`config.mk`:
```
export PLATFORM = sky130hd
export DESIGN_NAME = scsi_phase_seq
export DESIGN_NICKNAME = d
export VERILOG_FILES = /design/src/rtl/scsi_seq_pkg.sv /design/src/rtl/scsi_seq_fifo.sv /design/src/rtl/scsi_seq_count.sv /design/src/rtl/scsi_phase_seq.sv
export SDC_FILE = /design/constraint.sdc
export NUM_CORES = 1
export LEC_CHECK = 0
export ABC_AREA = 1
export BUFFER_PORTS_ARGS = -buffer_cell sky130_fd_sc_hd__buf_2
export CORE_ASPECT_RATIO = 0.7
export CORE_MARGIN = 2
export CORE_UTILIZATION = 50
export DETAILED_ROUTE_END_ITERATION = 10
export PLACE_DENSITY = 0.77
export SLEW_MARGIN = 20
export SYNTH_ARGS = -nofsm -noshare
export SYNTH_HDL_FRONTEND = slang
export SYNTH_SLANG_ARGS = --single-unit
```
`constraint.sdc`:
```
create_clock -name clk -period 1.79 [get_ports clk]
set_clock_uncertainty 0.15 [all_clocks]
set_input_delay 0.179 -clock clk [delete_from_list [all_inputs] [get_ports clk]]
set_output_delay 0.179 -clock clk [all_outputs]
set_load 0.01 [all_outputs]
```
`src/rtl/scsi_seq_pkg.sv`:
```
// Shared codes for the SCSI phase sequencer.
// Assumes 3-bit phase codes as carried on the SCSI control lines.
package scsi_seq_pkg;
    localparam logic [2:0] PH_DOUT = 3'd0;
    localparam logic [2:0] PH_DIN  = 3'd1;
    localparam logic [2:0] PH_CMD  = 3'd2;
    localparam logic [2:0] PH_STAT = 3'd3;
    localparam logic [2:0] PH_MOUT = 3'd6;
    localparam logic [2:0] PH_MIN  = 3'd7;

    localparam logic [7:0] ST_DONE_BASE = 8'h18;
    localparam logic [7:0] ST_DISCONN   = 8'h85;
    localparam logic [7:0] STAGE_NOSTAT = 8'h60;

    // Completion code for a finished transfer in the given phase.
    function automatic logic [7:0] done_code(input logic [2:0] ph);
        return ST_DONE_BASE | {5'b0, ph};
    endfunction
endpackage

```
`src/rtl/scsi_seq_fifo.sv`:
```
// Outbound byte FIFO. Write-only from the host side; the whole content is
// presented flat to the target. A push when full is dropped. Clear wins
// over push. Assumes the consumer reads the flat image, never pops singly.
module scsi_seq_fifo #(
    parameter int DEPTH = 12,
    parameter int W     = 8,
    localparam int LVL_W = $clog2(DEPTH + 1)
) (
    input  logic                 clk,
    input  logic                 rst_n,
    input  logic                 push,
    input  logic [W-1:0]         din,
    input  logic                 clr,
    output logic [LVL_W-1:0]     level,
    output logic                 full,
    output logic [DEPTH*W-1:0]   flat
);
    assign full = (level == LVL_W'(DEPTH));

    // Level tracking: clear resets, push grows when room is left.
    always_ff @(posedge clk) begin
        if (!rst_n)              level <= '0;
        else if (clr)            level <= '0;
        else if (push && !full)  level <= level + LVL_W'(1);
    end

    for (genvar i = 0; i < DEPTH; i++) begin : g_ent
        logic [W-1:0] ent;
        // Entry store: captures the byte when it is the next free slot.
        always_ff @(posedge clk) begin
            if (!rst_n)                                   ent <= '0;
            else if (push && !full && level == LVL_W'(i)) ent <= din;
        end
        assign flat[i*W +: W] = ent;
    end

    // A dropped push must leave the fill level untouched.
    assert_drop_full_R3: assert property (@(posedge clk) disable iff (!rst_n)
        (push && full && !clr) |=> (level == LVL_W'(DEPTH)));
endmodule

```
`src/rtl/scsi_seq_count.sv`:
```
// Transfer byte counter, written and read in byte lanes by the host,
// bulk-loaded by the target, decremented by transfers, cleared by
// single-byte mode. Priority: clear, load, decrement, lane writes.
// Assumes CNT_W is a multiple of 8.
module scsi_seq_count #(
    parameter int CNT_W = 24,
    localparam int NB = CNT_W / 8
) (
    input  logic              clk,
    input  logic              rst_n,
    input  logic [NB-1:0]     lane_we,
    input  logic [7:0]        lane_data,
    input  logic              load_en,
    input  logic [CNT_W-1:0]  load_val,
    input  logic              dec_en,
    input  logic              clr_en,
    output logic [CNT_W-1:0]  value,
    output logic              is_zero,
    output logic              is_one
);
    logic [CNT_W-1:0] nxt;

    assign is_zero = (value == '0);
    assign is_one  = (value == CNT_W'(1));

    // Next-count selection by operation priority.
    always_comb begin
        nxt = value;
        for (int i = 0; i < NB; i++) begin
            if (lane_we[i]) nxt[i*8 +: 8] = lane_data;
        end
        if (dec_en)  nxt = value - CNT_W'(1);
        if (load_en) nxt = load_val;
        if (clr_en)  nxt = '0;
    end

    // Count register.
    always_ff @(posedge clk) begin
        if (!rst_n) value <= '0;
        else        value <= nxt;
    end

    // The counter never wraps below zero.
    assert_no_underflow_R8: assert property (@(posedge clk) disable iff (!rst_n)
        (dec_en && !load_en && !clr_en) |-> !is_zero);
endmodule

```
`src/rtl/scsi_phase_seq.sv`:
```
// SCSI phase transfer sequencer top. Host register port drives a byte
// counter and an outbound FIFO; terminal count triggers a phase-specific
// action and posts a completion code with an interrupt. Hand-offs to the
// target stall in a busy state until acknowledged. Assumes host_rd and
// host_wr are never asserted together.
module scsi_phase_seq
    import scsi_seq_pkg::*;
#(
    parameter int CNT_W      = 24,
    parameter int FIFO_DEPTH = 12,
    localparam int NB     = CNT_W / 8,
    localparam int LVL_W  = $clog2(FIFO_DEPTH + 1),
    localparam int ADDR_W = $clog2(NB + 5)
) (
    input  logic                    clk,
    input  logic                    rst_n,
    input  logic                    host_wr,
    input  logic                    host_rd,
    input  logic [ADDR_W-1:0]       host_addr,
    input  logic [7:0]              host_wdata,
    output logic [7:0]              host_rdata,
    output logic                    irq,
    output logic                    dbr,
    output logic                    busy,
    output logic [7:0]              identify,
    output logic                    tgt_req,
    output logic                    tgt_is_cmd,
    output logic [LVL_W-1:0]        tgt_len,
    output logic [FIFO_DEPTH*8-1:0] tgt_bytes,
    input  logic                    tgt_ack,
    input  logic [2:0]              tgt_next_phase,
    input  logic [CNT_W-1:0]        tgt_xfer_count,
    input  logic                    tgt_rd_valid,
    input  logic [7:0]              tgt_rd_byte,
    output logic                    tgt_rd_pop
);
    localparam logic [ADDR_W-1:0] A_CMD    = ADDR_W'(NB);
    localparam logic [ADDR_W-1:0] A_DATA   = ADDR_W'(NB + 1);
    localparam logic [ADDR_W-1:0] A_STATUS = ADDR_W'(NB + 2);
    localparam logic [ADDR_W-1:0] A_PHASE  = ADDR_W'(NB + 3);
    localparam logic [ADDR_W-1:0] A_STAGE  = ADDR_W'(NB + 4);

    logic [2:0]       phase_q;
    logic [7:0]       cmd_q, status_q, stage_q, ident_q, rdata_q;
    logic             irq_q, dbr_q, busy_q, busy_cmd_q;

    logic [CNT_W-1:0] cnt;
    logic             cnt_zero, cnt_one;
    logic [NB-1:0]    lane_we;
    logic [CNT_W-1:0] cnt_lane_new;
    logic [7:0]       cnt_rd_byte;
    logic             cnt_rd_hit;

    logic [LVL_W-1:0] fifo_level;
    logic             fifo_full;
    logic [FIFO_DEPTH*8-1:0] fifo_flat;

    // Decoded host events.
    logic data_wr, wr_take, wr_last;
    logic data_rd, rd_disc, rd_stat, rd_take, rd_last;
    logic ack_take, fifo_clr;

    assign data_wr = host_wr && !busy_q && host_addr == A_DATA;
    assign wr_take = data_wr && (cmd_q[7] || !cnt_zero);
    assign wr_last = wr_take && (cmd_q[7] || cnt_one);

    assign data_rd = host_rd && !busy_q && host_addr == A_DATA;
    assign rd_disc = data_rd && phase_q == PH_MIN && cnt_zero;
    assign rd_stat = data_rd && phase_q == PH_STAT && cnt_one;
    assign rd_take = data_rd && !rd_disc && !rd_stat && !cnt_zero;
    assign rd_last = rd_take && cnt_one;

    assign ack_take = busy_q && tgt_ack;
    assign fifo_clr = (wr_last && phase_q == PH_MOUT) || ack_take;

    for (genvar i = 0; i < NB; i++) begin : g_lane
        assign lane_we[i] = host_wr && !busy_q && host_addr == ADDR_W'(NB - 1 - i);
    end

    // Count image after a host lane write, used for the ready flag.
    always_comb begin
        cnt_lane_new = cnt;
        for (int i = 0; i < NB; i++) begin
            if (lane_we[i]) cnt_lane_new[i*8 +: 8] = host_wdata;
        end
    end

    // Count lane readback selection.
    always_comb begin
        cnt_rd_byte = 8'h00;
        cnt_rd_hit  = 1'b0;
        for (int i = 0; i < NB; i++) begin
            if (host_addr == ADDR_W'(NB - 1 - i)) begin
                cnt_rd_byte = cnt[i*8 +: 8];
                cnt_rd_hit  = 1'b1;
            end
        end
    end

    scsi_seq_count #(.CNT_W(CNT_W)) u_count (
        .clk       (clk),
        .rst_n     (rst_n),
        .lane_we   (lane_we),
        .lane_data (host_wdata),
        .load_en   (ack_take && busy_cmd_q),
        .load_val  (tgt_xfer_count),
        .dec_en    ((wr_take && !cmd_q[7]) || rd_take),
        .clr_en    ((wr_take && cmd_q[7]) || rd_stat),
        .value     (cnt),
        .is_zero   (cnt_zero),
        .is_one    (cnt_one)
    );

    scsi_seq_fifo #(.DEPTH(FIFO_DEPTH), .W(8)) u_fifo (
        .clk   (clk),
        .rst_n (rst_n),
        .push  (wr_take),
        .din   (host_wdata),
        .clr   (fifo_clr),
        .level (fifo_level),
        .full  (fifo_full),
        .flat  (fifo_flat)
    );

    // Main control: register writes, terminal actions, reads and completions.
    always_ff @(posedge clk) begin
        if (!rst_n) begin
            phase_q    <= PH_DOUT;
            cmd_q      <= '0;
            status_q   <= '0;
            stage_q    <= '0;
            ident_q    <= '0;
            rdata_q    <= '0;
            irq_q      <= 1'b0;
            dbr_q      <= 1'b0;
            busy_q     <= 1'b0;
            busy_cmd_q <= 1'b0;
        end else begin
            if (host_wr && !busy_q) begin
                if (|lane_we)             dbr_q   <= |cnt_lane_new;
                if (host_addr == A_CMD)   cmd_q   <= host_wdata;
                if (host_addr == A_PHASE) phase_q <= host_wdata[2:0];
                if (host_addr == A_STAGE) stage_q <= host_wdata;
            end

            if (wr_last) begin
                dbr_q <= 1'b0;
                case (phase_q)
                    PH_MOUT: begin
                        ident_q  <= (fifo_level == '0) ? host_wdata : fifo_flat[7:0];
                        phase_q  <= PH_CMD;
                        status_q <= done_code(PH_CMD);
                        irq_q    <= 1'b1;
                    end
                    PH_CMD: begin
                        busy_q     <= 1'b1;
                        busy_cmd_q <= 1'b1;
                    end
                    PH_DOUT: begin
                        busy_q     <= 1'b1;
                        busy_cmd_q <= 1'b0;
                    end
                    default: begin
                        status_q <= done_code(phase_q);
                        irq_q    <= 1'b1;
                    end
                endcase
            end

            if (host_rd) begin
                if (cnt_rd_hit) rdata_q <= cnt_rd_byte;
                case (host_addr)
                    A_CMD:    rdata_q <= cmd_q;
                    A_DATA:   rdata_q <= (rd_take && tgt_rd_valid) ? tgt_rd_byte : 8'h00;
                    A_STATUS: begin
                        rdata_q <= status_q;
                        irq_q   <= 1'b0;
                    end
                    A_PHASE:  rdata_q <= {5'b0, phase_q};
                    A_STAGE:  rdata_q <= stage_q;
                    default:  ;
                endcase
            end

            if (rd_disc) begin
                status_q <= ST_DISCONN;
                irq_q    <= 1'b1;
            end
            if (rd_stat) begin
                phase_q  <= PH_MIN;
                status_q <= done_code(PH_MIN);
                irq_q    <= 1'b1;
            end
            if (rd_take) begin
                irq_q <= 1'b0;
                if (rd_last) begin
                    irq_q <= 1'b1;
                    dbr_q <= 1'b0;
                    if (stage_q != STAGE_NOSTAT) begin
                        phase_q  <= PH_STAT;
                        status_q <= done_code(PH_STAT);
                    end
                end
            end

            if (ack_take) begin
                busy_q <= 1'b0;
                irq_q  <= 1'b1;
                if (busy_cmd_q) begin
                    phase_q  <= tgt_next_phase;
                    status_q <= done_code(tgt_next_phase);
                    dbr_q    <= |tgt_xfer_count;
                end else begin
                    phase_q  <= PH_STAT;
                    status_q <= done_code(PH_STAT);
                    dbr_q    <= 1'b0;
                end
            end
        end
    end

    assign host_rdata = rdata_q;
    assign irq        = irq_q;
    assign dbr        = dbr_q;
    assign busy       = busy_q;
    assign identify   = ident_q;
    assign tgt_req    = busy_q;
    assign tgt_is_cmd = busy_cmd_q;
    assign tgt_len    = fifo_level;
    assign tgt_bytes  = fifo_flat;
    assign tgt_rd_pop = rd_take && tgt_rd_valid;

    // A hand-off request stays up until the target accepts it.
    assert_req_hold_R6: assert property (@(posedge clk) disable iff (!rst_n)
        (tgt_req && !tgt_ack) |=> tgt_req);
    // The phase cannot move while a hand-off is pending.
    assert_phase_frozen_R13: assert property (@(posedge clk) disable iff (!rst_n)
        (busy_q && !tgt_ack) |=> $stable(phase_q));
    // Any write that ends the count drops the buffer-ready flag.
    assert_dbr_drop_R4: assert property (@(posedge clk) disable iff (!rst_n)
        wr_last |=> !dbr_q);
    // A status read leaves no interrupt pending.
    assert_status_clears_R12: assert property (@(posedge clk) disable iff (!rst_n)
        (host_rd && host_addr == A_STATUS && !busy_q) |=> !irq_q);
    // Popping the target requires a byte to be offered.
    assert_pop_valid_R8: assert property (@(posedge clk) disable iff (!rst_n)
        tgt_rd_pop |-> tgt_rd_valid);
endmodule

```
# --- Yosys cells after proc, flatten, opt, wreduce, memory -nomap -nowiden ---
# Cells that the tools add are included.
totals:
  output_inout_bits: 122
  reg_bits: 171
  word_cells: 169
op_classes:
  bitwise: 1
  reduce_logical: 66
  n_mux: 51
  add_sub_neg: 2
  n_eq_ne: 25
ops:
  columns: ["op", "count"]
  rows:
  - ["two-way mux 8 bit", 16]
  - ["two-way mux 24 bit", 2]
  - ["OR reduction 24 bit", 2]
  - ["case mux 8 bit (5 select lines)", 1]
  - ["logical AND 1 bit", 36]
  - ["two-way mux 3 bit", 11]
  - ["== test 24 x 1 -> 1 bit, second input constant", 1]
  - ["zero test 24 bit", 1]
  - ["subtractor 24 x 1 -> 24 bit, second input constant", 1]
  - ["== test 4 bit, second input constant", 5]
  - ["two-way mux 1 bit", 19]
  - ["== test 3 bit, second input constant", 6]
  - ["== test 4 x 3 -> 1 bit, second input constant", 4]
  - ["case mux 8 bit (2 select lines)", 1]
  - ["== test 3 x 2 -> 1 bit, second input constant", 4]
  - ["AND reduction 2 bit", 6]
  - ["== test 4 x 2 -> 1 bit, second input constant", 2]
  - ["inequality test 8 x 7 -> 1 bit, second input constant", 1]
  - ["OR reduction 2 bit", 4]
  - ["zero test 1 bit", 6]
  - ["zero test 3 bit", 2]
  - ["nonzero test 6 bit", 1]
  - ["logical OR 1 bit", 5]
  - ["adder 4 x 1 -> 4 bit, second input constant", 1]
  - ["other kinds (7)", 7]

# --- Depth between registers and ports, before layout ---
# Gate-level depths: netlist (run 1).
logic_depth:
  depth_word: 13
  depth_mapped: 15
  ltp_nobuf: 14

# --- Modules after synthesis ---
# A second synthesis (run 1) with hierarchy kept.
hier_totals:
  cells_unflattened: 1300
  hier_area_um2: 8590.7
by_module_without_submodules:
  columns: ["module", "cells_each", "area_each_um2", "instances"]
  rows:
  - ["scsi_seq_fifo", 545, 3913.8, 1]
  - ["scsi_phase_seq", 434, 2756.4, 1]
  - ["scsi_seq_count", 321, 1920.6, 1]

# --- Worst setup path after synthesis (run 1) ---
# OpenSTA, ideal clock, no wires.
synth_path:
  path_kind: "register -> register"
  start: "register u_fifo.level[0]"
  end: "register u_fifo.g_ent[10].ent[5]"
  n_path_buf: 2
  arrival_time_ns: 1.711
  slack_ns: -0.141
  period_less_slack_ns: 1.931
  required_time_ns: 1.570
  setup_ns: 0.070
  stages_incl_launch_ff: 10
  cell_sequence: "dfxtp_1 > inv_1 > ha_1 > nand3_1 > nand2_2 > buf_6 > nor3_4 > buf_6 > o21ai_1 > a21oi_1"
synth_via:
  elab_chain_len: 4
  word_cells_on_any_way: 5
  classes_between: "eq/ne (2); reduce/logical (3)"
synth_rtl:
  columns: ["element", "line_no", "text"]
  rows:
  - ["from (decl)", "scsi_seq_fifo.sv:14", "output logic [LVL_W-1:0] level,"]
  - ["from (signal assigned)", "scsi_seq_fifo.sv:24", "else if (push && !full) level <= level + LVL_W'(1);"]
  - ["== test 4 bit", "scsi_seq_fifo.sv:18", "assign full = (level == LVL_W'(DEPTH));"]
  - ["zero test 1 bit", "scsi_seq_fifo.sv:32", "else if (push && !full && level == LVL_W'(i)) ent <= din;"]
  - ["logical AND 1 bit", "scsi_seq_fifo.sv:32", null]
  - ["logical AND 1 bit (*)", "scsi_seq_fifo.sv:32", null]
  - ["to (signal assigned)", "scsi_seq_fifo.sv:32", null]
  - ["to (decl)", "scsi_seq_fifo.sv:28", "logic [W-1:0] ent;"]
# Mark *: on every way between the ends. The rest lies on a longest branch, timed or not.
# A chain may end at the register's enable or synchronous reset.

# --- Worst setup path in the final report (run 1) ---
layout_path:
  start: "register u_count.value[1]"
  end: "register u_count.value[11]"
layout_via:
  elab_chain_len: 9
  word_cells_on_any_way: 20
  classes_between: "add/sub (1); eq/ne (1); mux (2); reduce/logical (16)"
layout_rtl:
  columns: ["element", "line_no", "text"]
  rows:
  - ["from (decl)", "scsi_seq_count.sv:17", "output logic [CNT_W-1:0] value,"]
  - ["from (signal assigned)", "scsi_seq_count.sv:40", "else value <= nxt;"]
  - ["parallel branches: the longest is 9 deep, another holds subtractor 24 x 1 -> 24 bit", null, null]
# Parallel ways; which one is timed is not known.

==> results of run 1 <==
power breakdown:
part / total [mW] / switching (mW) / leakage (nW) / internal (mW)
combinational: 2.92 / 1.67 / 4.41 / 1.25
sequential: 4.00 / 0.0985 / 1.39 / 3.90
clock: 4.00 / 1.86 / 0.303 / 2.14
total: 10.9 / 3.63 / 6.10 / 7.29
cell type report:
type,instances,area (sq um),area share
Clock inverter,15,199,0.0145
Timing Repair Buffer,435,3510,0.256
Inverter,161,631,0.0459
Antenna cell,2,5.00,0.000365
Tap cell,225,282,0.0205
Clock buffer,17,425,0.0310
Sequential cell,171,3440,0.251
Multi-Input combinational cell,782,5230,0.381
metal layers:
metal,part of all wire,vias to the layer above,GRT usage
met1,0.37,5013,0.521
met4,0.060,2,0.112
li1,-,4700,-
met5,0.0012,-,0
met2,0.43,891,0.582
met3,0.14,250,0.135
cells by family after synthesis:
kind of cell | count (synthesis) | share of synthesized area
AOI/OAI and AO/OA | 375 | 0.241
xor gates and xnor gates | 16 | 0.0169
adders and majority gates | 7 | 0.0106
buffers and inverters | 219 | 0.111
DFF | 171 | 0.413
and+or+nand+nor | 378 | 0.208
layout by cell type (no fill, tap or decap), types with 32 or more instances in the layout:
cell type | synthesis | layout
nand2_1 | 174 | 143
dlygate4sd3_1 | 0 | 32
dfxtp_1 | 171 | 161
o21ai_1 | 11 | 43
inv_1 | 150 | 143
o21ai_0 | 174 | 72
nor2_1 | 107 | 87
buf_6 | 8 | 38
o21ai_2 | 0 | 61
buf_2 | 15 | 172
a21oi_2 | 0 | 71
buf_4 | 4 | 158
a21oi_1 | 138 | 66
per-stage QoR:
step | instances | hold WS (ns)
CTS | 1786 | 0.00189
finish | 1808 | 0.0305
global route | 1807 | 0.0181
global placement | 1684 | 0.279
detailed placement | 1684 | 0.283
floorplan | 1166 | 0.200
worst reg2reg max path: stages, from the launching register on:
cell and delay (ns):
dfxtp_1 0.32, inv_2 0.13, ha_4 0.15, nand2_1 0.09, nor2_4 0.13, inv_1 0.08, nor2_4 0.15, nand2_2 0.11
nand2_4 0.10, buf_8 0.16, nand2_8 0.09, buf_8 0.16, nand2_1 0.09, o21ai_2 0.06, o21ai_1 0.19, inv_1 0.06
repair_timing:
item | in CTS | in global routing
endpoints found under the setup margin | 156 | 156
setup buffers | 27 | 17
endpoints found under the hold margin | 37 | 0
pin swaps | 44 | 44
hold buffers | 32 | 0
cloned | 12 | 6
gates resized for setup | 248 | 197
synth_stat cells:
master / n
a211oi_1: 8
a21boi_0: 1
a21oi_1: 138
a221oi_1: 4
a22oi_1: 4
a31o_2: 2
a31oi_1: 7
buf_2: 15
buf_4: 4
buf_6: 8
clkbuf_1: 31
clkinv_1: 6
dfxtp_1: 171
ha_1: 7
inv_1: 150
inv_2: 4
inv_4: 1
nand2_1: 174
nand2_2: 8
nand2_4: 2
nand3_1: 30
nand3_2: 6
nand4_1: 13
nand4_2: 2
nor2_1: 107
nor2_2: 10
nor2_4: 4
nor3_1: 6
nor3_2: 2
nor3_4: 3
nor4_1: 8
o211ai_1: 7
o21a_1: 9
o21ai_0: 174
o21ai_1: 11
o21bai_1: 1
o22ai_1: 9
or2_0: 3
xnor2_1: 4
xor2_1: 12
flip-flops by register name, indices dropped and copies added, names as in the netlist:
signal,count
u_count.value,24
identify,8
dbr,1
stage_q,8
busy,1
host_rdata,8
tgt_is_cmd,1
u_fifo.g_ent.ent,96
phase_q,3
status_q,8
cmd_q,8
u_fifo.level,4
irq,1
worst paths after layout:
path	depth (start not counted)	end	slack (ns)	start
max	15	u_count.value[11]$_SDFF_PP0_	-0.55	u_count.value[1]$_SDFF_PP0_
min	5	u_count.value[9]$_SDFF_PP0_	0.03	tgt_xfer_count[9]
max reg2reg	15	u_count.value[11]$_SDFF_PP0_	-0.55	u_count.value[1]$_SDFF_PP0_
min reg2reg	2	status_q[6]$_SDFF_PP0_	0.30	status_q[6]$_SDFF_PP0_
==> impl_metrics.yaml, run 1 <==
global_route:
  grt_pass1_vias: 9523
  overflow: 0
  grt_pass1_wl_um: 51800
  grt_max_degree: 109
  grt_usage: 0.386
  antenna_found_initial: 1
clocking:
  cts_made_buffers: 17
  worstSkewPairLatency_ns: 0.45
  cts.sink_count: 171
  cts_tree: "done"
  clock_path_buffers: 2
  root_buffer: "clkbuf_16"
  ctsHtreeMaxLevel: 4
  clkTransAtPathRegs_ns: 0.07
setup_path:
  crit_required_ns: 1.97
  crit_chain: "inv_2 -> ha_4 -> nand2_1 -> nor2_4 -> inv_1 -> nor2_4 -> nand2_2 -> nand2_4 -> buf_8 -> nand2_8 -> buf_8 -> nand2_1 -> o21ai_2 -> o21ai_1 -> inv_1"
  crit_path_max_incr_delay_ns: 0.32
  crit_arrival_ns: 2.52
  crit_fanout: 7
  critPathTopFamily: "simple AND/OR/NAND/NOR gates"
  crit_slowest_cell: "dfxtp_1"
  start_kind: "register"
  critPathKind: "reg -> reg"
  crit_path_end_kind: "register"
  critPathBufInv: 5
timing:
  final.setup.worst_slack_ns: -0.546
  finalCritPeriodShare: 1.30
  rsz0062_at_grt: "yes"
  tightest_slew_ns: 0.690
  post-route-min-period_ns: 2.34
  setup-violations-final: 156
  hold_violations: 0
  maxSlewHeadroom: 0.537
  fmax_mhz: 428
  drv_slew: 0
  finalSetupTns_ns: -51.25
synthesis:
  mappedNetlistArea_sq_mm: 0.00828
  yosys.area.top_type: "dfxtp_1"
  ys_ff_latch: 171
  syn_nets: 1225
  avgSynthCellArea_sq_um: 7.10
  synth-seq-area-share: 0.413
  synthTopCellsByArea: "dfxtp_1, o21ai_0, a21oi_1"
  synthCells: 1166
  synthDistinctLibCells: 40
  synth_warnings: 0
  synth_top_area_share: 0.413
floorplan:
  rows: 39
  fp.dieArea_sq_mm: 0.0176
  die_x_um: 158
  die_h_um: 112
  ios: 174
  start_util: 0.510
  core_region_area_sq_mm: 0.0162
detailed_routing:
  drt-initial-drc-count: 1440
  via_per_inst: 6.00
  vias: 10900
  avgRoutedWirePerCell_um: 21.9
  drt_pass1_iterations: 11
  wl_um: 39700
  detail-route-antenna-nets: 0
  drc: 1
power_and_ir_drop:
  finalPower_mw: 10.9
  powerDensity_mw_per_mm2: 795
  leakage_nw: 6.10
  max-vdd-ir-drop_mv: 0.630
final_layout:
  fillers: 871
  drive_gt1_frac: 0.452
  fin_nets: 1627
  fin_util: 0.845
  fin_area_sq_mm: 0.0137
  syn_to_final_growth_pct: 65.7
placement:
  postPlaceCellArea_sq_mm: 0.0107
  dp_slack_ns: -0.430
  numPortBuffers: 173
  dp_hpwl_um: 22100
  gp_congestion: 1.03
run_status:
  outcome: "finished, violations left"
  violations: "DRC, setup timing"
job:
  cap_violations: 0
hold_path:
  hp-class: "in -> reg"
No activity file was read; power rests on OpenSTA's default activity.
==> run 2, diff against run 1 <==
- RECOVER_POWER: not set -> 25
==> impl_metrics.yaml, run 2 (synthesized netlist as in run 1, its figures left out) <==
setup_path:
  critPathBufInv: 5
  crit_chain: "inv_2 -> ha_4 -> nand2_1 -> nor2_4 -> inv_1 -> nor2_4 -> nand2_2 -> nand2_4 -> buf_8 -> nand2_8 -> buf_8 -> nand2_1 -> o21ai_2 -> o21ai_1 -> inv_1"
  start_kind: "register"
  crit_fanout: 7
  cp-startpoint: "u_count.value[1]$_SDFF_PP0_"
  crit_path_end_kind: "register"
  crit_arrival_ns: 2.51
  critPathTopFamily: "simple AND/OR/NAND/NOR gates"
  crit_slowest_cell: "dfxtp_1"
  r2r_start: "u_count.value[1]$_SDFF_PP0_"
  worstRegToRegCells: 15
  crit_path_max_incr_delay_ns: 0.32
  worstReg2RegEnd: "u_count.value[11]$_SDFF_PP0_"
  critPathKind: "reg -> reg"
  crit_required_ns: 1.97
  r2r_slack_ns: -0.53
detailed_routing:
  vias: 10800
  detail-route-antenna-nets: 0
  via_per_inst: 5.99
  drc: 4
  drt_pass1_iterations: 11
  drt-initial-drc-count: 1599
  wl_um: 39500
  avgRoutedWirePerCell_um: 21.9
placement:
  dp_cells: 1684
  postPlaceCellArea_sq_mm: 0.0107
  dp_slack_ns: -0.430
  gp_congestion: 1.03
  numPortBuffers: 173
  dp_hpwl_um: 22100
floorplan:
  fp.dieArea_sq_mm: 0.0176
  rows: 39
  die_x_um: 158
  ios: 174
  core_region_area_sq_mm: 0.0162
  die_h_um: 112
  start_util: 0.510
timing:
  final.setup.worst_slack_ns: -0.535
  finalCritPeriodShare: 1.30
  fin_hold_ws_ns: 0.0332
  rsz0062_at_grt: "yes"
  maxSlewHeadroom: 0.537
  finalSetupTns_ns: -49.97
  setup-violations-final: 155
  hold_violations: 0
  tightest_slew_ns: 0.690
  fmax_mhz: 430
  post-route-min-period_ns: 2.32
  drv_slew: 0
job:
  cap_violations: 0
final_layout:
  fin_area_sq_mm: 0.0137
  syn_to_final_growth_pct: 65.2
  fillers: 896
  final_cells: 1807
  top_register: "u_fifo.g_ent.ent"
  mostFrequentLayoutCells: "dfxtp_1, buf_4, inv_1, nand2_1, buf_2"
  fin_nets: 1627
  final_common_cell: "dfxtp_1"
  biggestRegsByFlops: "u_fifo.g_ent.ent x96, u_count.value x24"
  drive_gt1_frac: 0.431
  fin_util: 0.842
  largest_reg_flops: 96
power_and_ir_drop:
  leakage_nw: 5.95
  max-vdd-ir-drop_mv: 0.629
  finalPower_mw: 10.9
  powerDensity_mw_per_mm2: 796
clocking:
  cts_made_buffers: 17
  root_buffer: "clkbuf_16"
  clock_path_buffers: 2
  cts.sink_count: 171
  cts_tree: "done"
  clkTransAtPathRegs_ns: 0.07
  worstSkewPairLatency_ns: 0.44
  ctsHtreeMaxLevel: 4
global_route:
  grt_pass1_vias: 9523
  overflow: 0
  grt_pass1_wl_um: 51800
  grt_usage: 0.386
  grt_max_degree: 109
  antenna_found_initial: 1
hold_path:
  worstHoldStart: "tgt_xfer_count[9]"
  hp-class: "in -> reg"
  worstHoldEndpoint: "u_count.value[9]$_SDFF_PP0_"
  holdPathStages: 5
run_status:
  violations: "DRC, setup timing"
  outcome: "finished, violations left"
-- run 2: changes by cell type in the layout (fill, tap and decap cells not counted) --
cell / before / now
buf_2: 172 / 138
clkbuf_1: 0 / 34
diode_2: 2 / 1
-- run 2: cell type report --
class	count	area, sq um	share of cell area
Clock inverter	15	199	0.0145
Multi-Input combinational cell	782	5230	0.382
Tap cell	225	282	0.0206
Inverter	161	631	0.0461
Sequential cell	171	3440	0.252
Clock buffer	17	425	0.0311
Antenna cell	1	2.50	0.000183
Timing Repair Buffer	435	3470	0.254
-- run 2: worst reg2reg max path, stage by stage, from the launching register on --
cell and delay (ns):
dfxtp_1 0.32, inv_2 0.13, ha_4 0.15, nand2_1 0.09, nor2_4 0.13, inv_1 0.08, nor2_4 0.15, nand2_2 0.11
nand2_4 0.11, buf_8 0.16, nand2_8 0.09, buf_8 0.15, nand2_1 0.09, o21ai_2 0.06, o21ai_1 0.19, inv_1 0.06
-- run 2: how the worst max path moves through the flow --
| stage | endpoint | slack (ns) | cells after the start |
|---|---|---|---|
| floorplan | u_fifo.g_ent[10].ent[5]$_SDFFE_PN0P_ | -0.06 | 11 |
| global placement | dbr$_SDFF_PN0_ | -0.42 | 13 |
| detailed placement | dbr$_SDFF_PN0_ | -0.43 | 12 |
| CTS | tgt_rd_pop | -0.37 | 10 |
| global route | u_count.value[11]$_SDFF_PP0_ | -0.57 | 15 |
| finish | u_count.value[11]$_SDFF_PP0_ | -0.53 | 15 |
-- run 2: timing repair --
action / in CTS / in global routing
gates cloned: 12 / 6
hold buffers: 32 / 0
resized for setup: 248 / 197
setup endpoints to repair: 156 / 156
setup buffers: 27 / 17
hold endpoints to repair: 37 / 0
pin swaps: 44 / 44
-- run 2: routing by layer --
metal / global-route usage / vias to the layer above / wire (um)
met5: 0 / - / 46
met4: 0.112 / 2 / 2390
met3: 0.135 / 234 / 5560
met2: 0.582 / 890 / 16800
met1: 0.521 / 4988 / 14700
li1: - / 4709 / -
-- run 2: where the power goes --
part | switching (mW) | leakage [nW] | internal, mW
logic | 1.66 | 4.26 | 1.25
registers | 0.0986 | 1.39 | 3.90
clock network | 1.84 | 0.303 | 2.14
